`src/rtl/uart_host_pkg.sv`:
```
package uart_host_pkg;
  typedef enum logic [2:0] {
    OFF_DATA = 3'd0, OFF_IER = 3'd1, OFF_IIR = 3'd2, OFF_LCR = 3'd3,
    OFF_MCR  = 3'd4, OFF_LSR = 3'd5, OFF_MSR = 3'd6, OFF_SCR = 3'd7
  } reg_off_e;

  typedef struct packed {
    logic     rd;
    logic     wr;
    reg_off_e off;
  } bus_op_t;

  localparam int LCR_DLAB = 7;
  localparam int MCR_OUT2 = 3;
  localparam int MCR_LOOP = 4;
  localparam int IER_RX   = 0;
  localparam int IER_TX   = 1;

  localparam logic [7:0] LCR_RESET   = 8'h03;
  localparam logic [7:0] LSR_TX_IDLE = 8'h60;
  localparam logic [7:0] MSR_FIXED   = 8'hB0;
  localparam logic [3:0] ID_NONE     = 4'h1;
  localparam logic [3:0] ID_TX       = 4'h2;
  localparam logic [3:0] ID_RX       = 4'h4;
endpackage

```
`src/rtl/uart_host_decode.sv`:
```
module uart_host_decode
  import uart_host_pkg::*;
#(
  parameter int ADDR_W       = 8,
  parameter int STRIDE_SHIFT = 0
) (
  input  logic              sel_i,
  input  logic              wr_i,
  input  logic [ADDR_W-1:0] addr_i,
  output bus_op_t           op_o
);
  localparam int MIN_W = STRIDE_SHIFT + 3;

  logic [ADDR_W-1:0] scaled;

  always_comb begin
    scaled   = addr_i >> STRIDE_SHIFT;
    op_o.rd  = sel_i & ~wr_i;
    op_o.wr  = sel_i & wr_i;
    op_o.off = reg_off_e'(scaled[2:0]);
  end

  initial begin
    if (ADDR_W < MIN_W) $error("ADDR_W too small for STRIDE_SHIFT");
  end
endmodule

```
`src/rtl/uart_host_rxpath.sv`:
```
module uart_host_rxpath #(
  parameter int DATA_W = 8
) (
  input  logic              clk,
  input  logic              rst_n,
  input  logic              loop_i,
  input  logic              wr_i,
  input  logic              rd_i,
  input  logic [DATA_W-1:0] wdata_i,
  input  logic [DATA_W-1:0] rx_byte_i,
  input  logic              rx_avail_i,
  input  logic              rx_present_i,
  output logic              rx_ready_o,
  output logic [DATA_W-1:0] rd_byte_o,
  output logic              rx_pop_o
);
  logic              lb_full_q, lb_full_d;
  logic [DATA_W-1:0] lb_byte_q, lb_byte_d;
  logic              lb_en;

  always_comb begin
    lb_full_d = lb_full_q;
    lb_byte_d = lb_byte_q;
    lb_en     = 1'b0;
    if (loop_i && wr_i) begin
      lb_full_d = 1'b1;
      lb_byte_d = wdata_i;
      lb_en     = 1'b1;
    end else if (loop_i && rd_i) begin
      lb_full_d = 1'b0;
      lb_en     = 1'b1;
    end
  end

  always_ff @(posedge clk or negedge rst_n) begin
    if (!rst_n) begin
      lb_full_q <= 1'b0;
      lb_byte_q <= '0;
    end else if (lb_en) begin
      lb_full_q <= lb_full_d;
      lb_byte_q <= lb_byte_d;
    end
  end

  always_comb begin
    if (loop_i) begin
      rx_ready_o = lb_full_q;
      rd_byte_o  = lb_full_q ? lb_byte_q : '0;
      rx_pop_o   = 1'b0;
    end else begin
      rx_ready_o = rx_present_i & rx_avail_i;
      rd_byte_o  = rx_present_i ? rx_byte_i : '0;
      rx_pop_o   = rd_i & rx_present_i & rx_avail_i;
    end
  end

  // a loopback read leaves the buffer empty
  assert_loop_drain_R7: assert property (@(posedge clk) disable iff (!rst_n)
    (loop_i && rd_i) |=> !lb_full_q);
  // a loopback write fills the buffer
  assert_loop_fill_R7: assert property (@(posedge clk) disable iff (!rst_n)
    (loop_i && wr_i) |=> (lb_full_q && lb_byte_q == $past(wdata_i)));
endmodule

```
`src/rtl/uart_host_irq.sv`:
```
module uart_host_irq
  import uart_host_pkg::*;
(
  input  logic       clk,
  input  logic       rst_n,
  input  logic [1:0] ier_i,
  input  logic       ier_wr_i,
  input  logic       ier_wtx_i,
  input  logic       tx_set_i,
  input  logic       rx_ready_i,
  input  logic       iir_rd_i,
  input  logic       fifo_on_i,
  input  logic       gate_i,
  output logic [7:0] iir_o,
  output logic       irq_o
);
  logic tx_src_q, tx_src_d;
  logic irq_q, irq_d;
  logic pend_rx, pend_tx;
  logic [3:0] id;

  always_comb begin
    pend_rx = ier_i[IER_RX] & rx_ready_i;
    pend_tx = ier_i[IER_TX] & tx_src_q;
    if (pend_rx)      id = ID_RX;
    else if (pend_tx) id = ID_TX;
    else              id = ID_NONE;
    iir_o = {fifo_on_i, fifo_on_i, 2'b00, id};

    tx_src_d = tx_src_q;
    if (tx_set_i || (ier_wr_i && ier_wtx_i && !ier_i[IER_TX]))
      tx_src_d = 1'b1;
    else if (iir_rd_i && !pend_rx && pend_tx)
      tx_src_d = 1'b0;

    irq_d = (pend_rx | pend_tx) & gate_i;
  end

  always_ff @(posedge clk or negedge rst_n) begin
    if (!rst_n) begin
      tx_src_q <= 1'b0;
      irq_q    <= 1'b0;
    end else begin
      tx_src_q <= tx_src_d;
      irq_q    <= irq_d;
    end
  end

  assign irq_o = irq_q;

  // a rising transmit enable arms the transmit source
  assert_tx_arm_R10: assert property (@(posedge clk) disable iff (!rst_n)
    (ier_wr_i && ier_wtx_i && !ier_i[IER_TX]) |=> tx_src_q);
  // reading the transmit code clears the transmit source
  assert_tx_clear_R9: assert property (@(posedge clk) disable iff (!rst_n)
    (iir_rd_i && iir_o[3:0] == ID_TX && !tx_set_i) |=> !tx_src_q);
  // the line never rises without the gate
  assert_irq_gate_R11: assert property (@(posedge clk) disable iff (!rst_n)
    $rose(irq_o) |-> $past(gate_i));
endmodule

```
`src/rtl/uart_host_regs.sv`:
```
module uart_host_regs
  import uart_host_pkg::*;
#(
  parameter int          ADDR_W       = 8,
  parameter int          STRIDE_SHIFT = 0,
  parameter logic [15:0] DIV_RESET    = 16'd12
) (
  input  logic              clk,
  input  logic              rst_n,
  input  logic              bus_sel,
  input  logic              bus_wr,
  input  logic [ADDR_W-1:0] bus_addr,
  input  logic [7:0]        bus_wdata,
  output logic [7:0]        bus_rdata,
  output logic              irq,
  output logic              tx_push,
  output logic [7:0]        tx_byte,
  output logic              rx_pop,
  input  logic [7:0]        rx_byte,
  input  logic              rx_avail,
  input  logic              rx_present
);
  localparam int SYNC_STAGES = 2;

  logic [SYNC_STAGES-1:0] rst_sync;
  logic                   rst_int_n;

  always_ff @(posedge clk or negedge rst_n) begin
    if (!rst_n) rst_sync <= '0;
    else        rst_sync <= {rst_sync[SYNC_STAGES-2:0], 1'b1};
  end
  assign rst_int_n = rst_sync[SYNC_STAGES-1];

  bus_op_t op;
  uart_host_decode #(.ADDR_W(ADDR_W), .STRIDE_SHIFT(STRIDE_SHIFT)) i_decode (
    .sel_i(bus_sel), .wr_i(bus_wr), .addr_i(bus_addr), .op_o(op));

  logic [7:0]  lcr_q, lcr_d, mcr_q, mcr_d, ier_q, ier_d, fcr_q, fcr_d, scr_q, scr_d;
  logic [15:0] div_q, div_d;
  logic        dlab, loop_on;
  logic        data_wr, data_rd, ier_wr, iir_rd;
  logic        rx_ready;
  logic [7:0]  rx_rd_byte, iir_val;

  always_comb begin
    dlab    = lcr_q[LCR_DLAB];
    loop_on = mcr_q[MCR_LOOP];
    data_wr = op.wr && op.off == OFF_DATA && !dlab;
    data_rd = op.rd && op.off == OFF_DATA && !dlab;
    ier_wr  = op.wr && op.off == OFF_IER && !dlab;
    iir_rd  = op.rd && op.off == OFF_IIR;
  end

  always_comb begin
    lcr_d = lcr_q; mcr_d = mcr_q; ier_d = ier_q;
    fcr_d = fcr_q; scr_d = scr_q; div_d = div_q;
    if (op.wr) begin
      unique case (op.off)
        OFF_DATA: if (dlab) div_d[7:0]  = bus_wdata;
        OFF_IER:  if (dlab) div_d[15:8] = bus_wdata;
                  else      ier_d       = bus_wdata;
        OFF_IIR:  fcr_d = bus_wdata;
        OFF_LCR:  lcr_d = bus_wdata;
        OFF_MCR:  mcr_d = bus_wdata;
        OFF_SCR:  scr_d = bus_wdata;
        default:  ;
      endcase
    end
  end

  always_ff @(posedge clk or negedge rst_int_n) begin
    if (!rst_int_n) begin
      lcr_q <= LCR_RESET;
      mcr_q <= '0;
      ier_q <= '0;
      fcr_q <= '0;
      scr_q <= '0;
      div_q <= DIV_RESET;
    end else if (op.wr) begin
      lcr_q <= lcr_d;
      mcr_q <= mcr_d;
      ier_q <= ier_d;
      fcr_q <= fcr_d;
      scr_q <= scr_d;
      div_q <= div_d;
    end
  end

  uart_host_rxpath #(.DATA_W(8)) i_rxpath (
    .clk(clk), .rst_n(rst_int_n), .loop_i(loop_on),
    .wr_i(data_wr), .rd_i(data_rd), .wdata_i(bus_wdata),
    .rx_byte_i(rx_byte), .rx_avail_i(rx_avail), .rx_present_i(rx_present),
    .rx_ready_o(rx_ready), .rd_byte_o(rx_rd_byte), .rx_pop_o(rx_pop));

  uart_host_irq i_irq (
    .clk(clk), .rst_n(rst_int_n), .ier_i(ier_q[1:0]),
    .ier_wr_i(ier_wr), .ier_wtx_i(bus_wdata[IER_TX]), .tx_set_i(data_wr),
    .rx_ready_i(rx_ready), .iir_rd_i(iir_rd), .fifo_on_i(fcr_q[0]),
    .gate_i(mcr_q[MCR_OUT2]), .iir_o(iir_val), .irq_o(irq));

  assign tx_push = data_wr & ~loop_on;
  assign tx_byte = bus_wdata;

  always_comb begin
    unique case (op.off)
      OFF_DATA: bus_rdata = dlab ? div_q[7:0] : rx_rd_byte;
      OFF_IER:  bus_rdata = dlab ? div_q[15:8] : ier_q;
      OFF_IIR:  bus_rdata = iir_val;
      OFF_LCR:  bus_rdata = lcr_q;
      OFF_MCR:  bus_rdata = mcr_q;
      OFF_LSR:  bus_rdata = LSR_TX_IDLE | {7'd0, rx_ready};
      OFF_MSR:  bus_rdata = MSR_FIXED;
      default:  bus_rdata = scr_q;
    endcase
  end

  // divisor low byte captured on a latched-access write
  assert_div_low_R3: assert property (@(posedge clk) disable iff (!rst_int_n)
    (op.wr && op.off == OFF_DATA && dlab) |=> div_q[7:0] == $past(bus_wdata));
  // no transmit push during divisor access or loopback
  assert_push_mode_R6: assert property (@(posedge clk) disable iff (!rst_int_n)
    tx_push |-> (!lcr_q[LCR_DLAB] && !mcr_q[MCR_LOOP] && bus_sel));
  // a pop only happens while the receiver offers a byte
  assert_pop_avail_R8: assert property (@(posedge clk) disable iff (!rst_int_n)
    rx_pop |-> (rx_avail && rx_present && bus_sel && !bus_wr));
endmodule

```
`config.mk`:
```
export PLATFORM = sky130hd
export DESIGN_NAME = uart_host_regs
export DESIGN_NICKNAME = d
export VERILOG_FILES = /design/src/rtl/uart_host_pkg.sv /design/src/rtl/uart_host_decode.sv /design/src/rtl/uart_host_rxpath.sv /design/src/rtl/uart_host_irq.sv /design/src/rtl/uart_host_regs.sv
export SDC_FILE = /design/constraint.sdc
export NUM_CORES = 1
export LEC_CHECK = 0
export BUFFER_PORTS_ARGS = -buffer_cell sky130_fd_sc_hd__buf_2
export CORE_ASPECT_RATIO = 0.5
export CORE_MARGIN = 3
export CORE_UTILIZATION = 51
export DETAILED_ROUTE_END_ITERATION = 8
export PLACE_DENSITY = 0.72
export SYNTH_ARGS = -nofsm -noshare
export SYNTH_HDL_FRONTEND = slang
export SYNTH_SLANG_ARGS = --single-unit
```
`constraint.sdc`:
```
create_clock -name clk -period 1.8 [get_ports clk]
set_input_delay 0.18 -clock clk [delete_from_list [all_inputs] [get_ports clk]]
set_output_delay 0.18 -clock clk [all_outputs]
set_load 0.05 [all_outputs]
```
==> metrics <==
post-synthesis net count ~300; Post-synth ARST share 1.000; Max Clk Rate 475.7 MHz; Die H 61.16 µm; n_diodes 0; Post-Place Cells 408; Synth Warn # 0; initial antenna violation count 0; Post-Synth XOR/XNOR Area 0; Synth cell types 40; Power Internal roughly 3700 µW; DRT iter0 DRCs 230; ratio of cells with drive above 1 in the final layout 0.5861; pre-CTS setup slack -0.1489 ns; Setup Viol. Count Final 9; drt pass-1 iters 4; DRC Markers 0; RSZ-0062 raised after global routing yes; CTS root buf clkbuf_16; Synth Area in Adders 0; Main synth FF type dfrtp_1; Clock power frac 0.358; sequential area share after synthesis 0.5016; final slew viol count 0; Tcrit/Tclk final 1.168; Core Area between 0.005 and 0.006 mm²; Ports 49; worst skew pair latency 0.33 ns; routed vias around 2600; post-synthesis simple-gate area fraction 0.1085; Final #Nets roughly 390; antenna-violating nets left 0; Sequential Power Share 0.372; critical path capture point type primary output; Fin Clk Skew between 0.004 and 0.005 ns; CTS Buf Count 9; std cell rows 19; crit path time final between 2 and 2.5 ns; failing checks negative setup slack; Worst EP arrival 1.92 ns; total gr overflow 0; largest net degree at the start of global routing 53; Syn Area/Cell 11.45 µm²; FILL cells 369; total length of routed wires a little under 9000 µm; P_leak 0.001967 µW; Die Wd 116.3 µm; Worst Setup Path Type flip-flop to primary output; hold_ws 0.1204 ns; cell taking the most area after synthesis dfrtp_1; Synth area leaders dfrtp_1 (47%), mux2_2 (21%), dfstp_2 (3.4%); status complete, but fails checks; vias in the first global route 2579; max cap viols 0; gpl congestion 0.8602; clock transition at the registers of the reported paths 0.05 ns; CTS HTree Levels 3; HP Class flip-flop to asynchronous set/reset pin; GR Util All Layers 0.2644; final std cells w/o fill approximately 430; number of port buffers 43; final hold vios 0; post-route setup slack -0.3022 ns; Sw Ratio 0.2906; maximum VDD drop 1.120 mV; CTS tree done; switching power 1503 µW; post-synth top area share 0.4677; vias per cell about 5.9; CP startpoint kind flip-flop; Max clock buf depth 2; combinational family with the most area after synthesis multiplexers; first-pass GRT wire length 13720 µm; Sum Neg Setup Slack -2.048 ns; die area slightly above 0.007 mm²; routed length per instance about 20 µm; number of flops mapped to enable cells by yosys 0; Worst EP required ~1.6 ns; cell area after synthesis 0.003103 mm²; top fanout value on the critical path 10; pwr/cell area roughly 1200 mW/mm²; Starting Density 0.5461; CTS Sinks between 60 and 70; Logic pwr share 0.270; Post-DP HPWL approximately 5900 µm; Mapped Cells ~270; number of synthesized register bits 62; Synth Area in Compound Gates 0.1125; mux cell area share after synthesis 0.2335; Area growth, synth to finish 38.39%
==> cells in the final DEF (no fill, tap or decap), types with 5 or more instances in the layout <==
cell / instances
nand3_1: 8
buf_2: 33
nand2_1: 17
nor2_1: 15
dfrtp_1: 55
a21oi_1: 7
mux2i_1: 5
o21ai_0: 8
buf_6: 12
mux2_2: 58
buf_4: 43
clkbuf_16: 9
==> critical path: stages, from the launching register on <==
cell     delay (ns)
dfrtp_2        0.43
buf_8          0.17
mux2i_1        0.24
o21ai_0        0.10
a211o_1        0.25
o21ai_1        0.15
nand2_1        0.07
buf_4          0.19
==> power groups by stage <==
stage | Clock (µW) | Sequential, µW | Combinational [µW]
final | 1850 | 1920 | 1400
after global routing | 1960 | 1960 | 1490
after CTS | 1880 | 1910 | 1310
after detailed placement | 0 | 1920 | 1160
after global placement | 0 | 1900 | 1120
after floorplan | 0 | 1880 | 792
==> final timing paths <==
kind | to | depth (start not counted) | slack, ns | start
setup / recovery | bus_rdata[2] | 7 | -0.30 | lcr_q[7]
min in group clk | lcr_q[3] | 2 | 0.17 | bus_wdata[3]
hold reg to reg | scr_q[5] | 0 | 0.12 | rst_sync[1]
setup reg to reg | ier_q[0] | 6 | 0.03 | lcr_q[7]
hold / removal | scr_q[5] | 0 | 0.12 | rst_sync[1]
max in group asynchronous | div_q[2] | 1 | 1.08 | rst_sync[1]
==> through the flow <==
step,util,instance area [µm²],power [µW]
2_1_floorplan,-,3172,2675
3_3_place_gp,0.6518,3704,3018
3_5_place_dp,0.6518,3704,3075
4_1_cts,0.7397,4203,5099
5_1_grt,0.7558,4294,5402
6_report,0.7558,4294,5171
==> flip-flops by register name (all words and copies together) (netlist names) <==
register,flops
lcr_q,8
ier_q,8
mcr_q,8
fcr_q,1
i_irq.irq_o,1
rst_sync,2
div_q,16
scr_q,8
i_rxpath.lb_full_q,1
i_rxpath.lb_byte_q,8
i_irq.tx_src_q,1
==> cells in the mapped netlist (2+ instances only) <==
library cell,number
nand2b_1,2
dfrtp_1,58
and2_1,2
nor2b_1,2
a21oi_1,13
a211o_1,2
dfstp_2,4
nand2_1,17
nor3_4,2
o221ai_1,2
mux2i_1,6
mux2_2,59
a22oi_1,5
inv_1,3
nand3b_1,2
o211ai_1,4
o21ai_0,14
nand3_1,10
a21boi_0,2
clkbuf_1,9
buf_2,4
buf_4,9
nor2_2,2
a221oi_1,4
nor2_1,19
==> timing repair <==
item	4_1_cts	5_1_grt
pin swaps	7	7
hold buffers	1	0
buffers inserted	3	5
hold endpoints to repair	2	0
gates resized for setup	48	13
setup endpoints to repair	18	14
==> cells by family (layout without fill, tap and decap cells) <==
family | Yosys count | count (layout)
flops | 62 | 62
buf+inv | 25 | 114
simple gates | 65 | 65
mux | 65 | 65
other cells | 1 | 1
compound gates | 53 | 53
==> routing by layer <==
| layer | vias up | part of all wire | global-route usage |
|---|---|---|---|
| met4 | 0 | 0.020 | 0.09091 |
| met3 | 21 | 0.094 | 0.08636 |
| met5 | - | 0 | 0 |
| met1 | 1274 | 0.41 | 0.3475 |
| li1 | 1148 | - | - |
| met2 | 108 | 0.47 | 0.4211 |
==> layout make-up <==
cell class	count	area, µm²	area share
flip-flops and latches	62	1560	0.3633
inverters	3	15.01	0.003497
clock inverters	6	85.08	0.01981
well taps	73	91.34	0.02127
repair buffers	95	733.2	0.1707
clock buffers	10	239.0	0.05565
multi-input cells	184	1570	0.3657
Power figures use the tool's default switching activity.
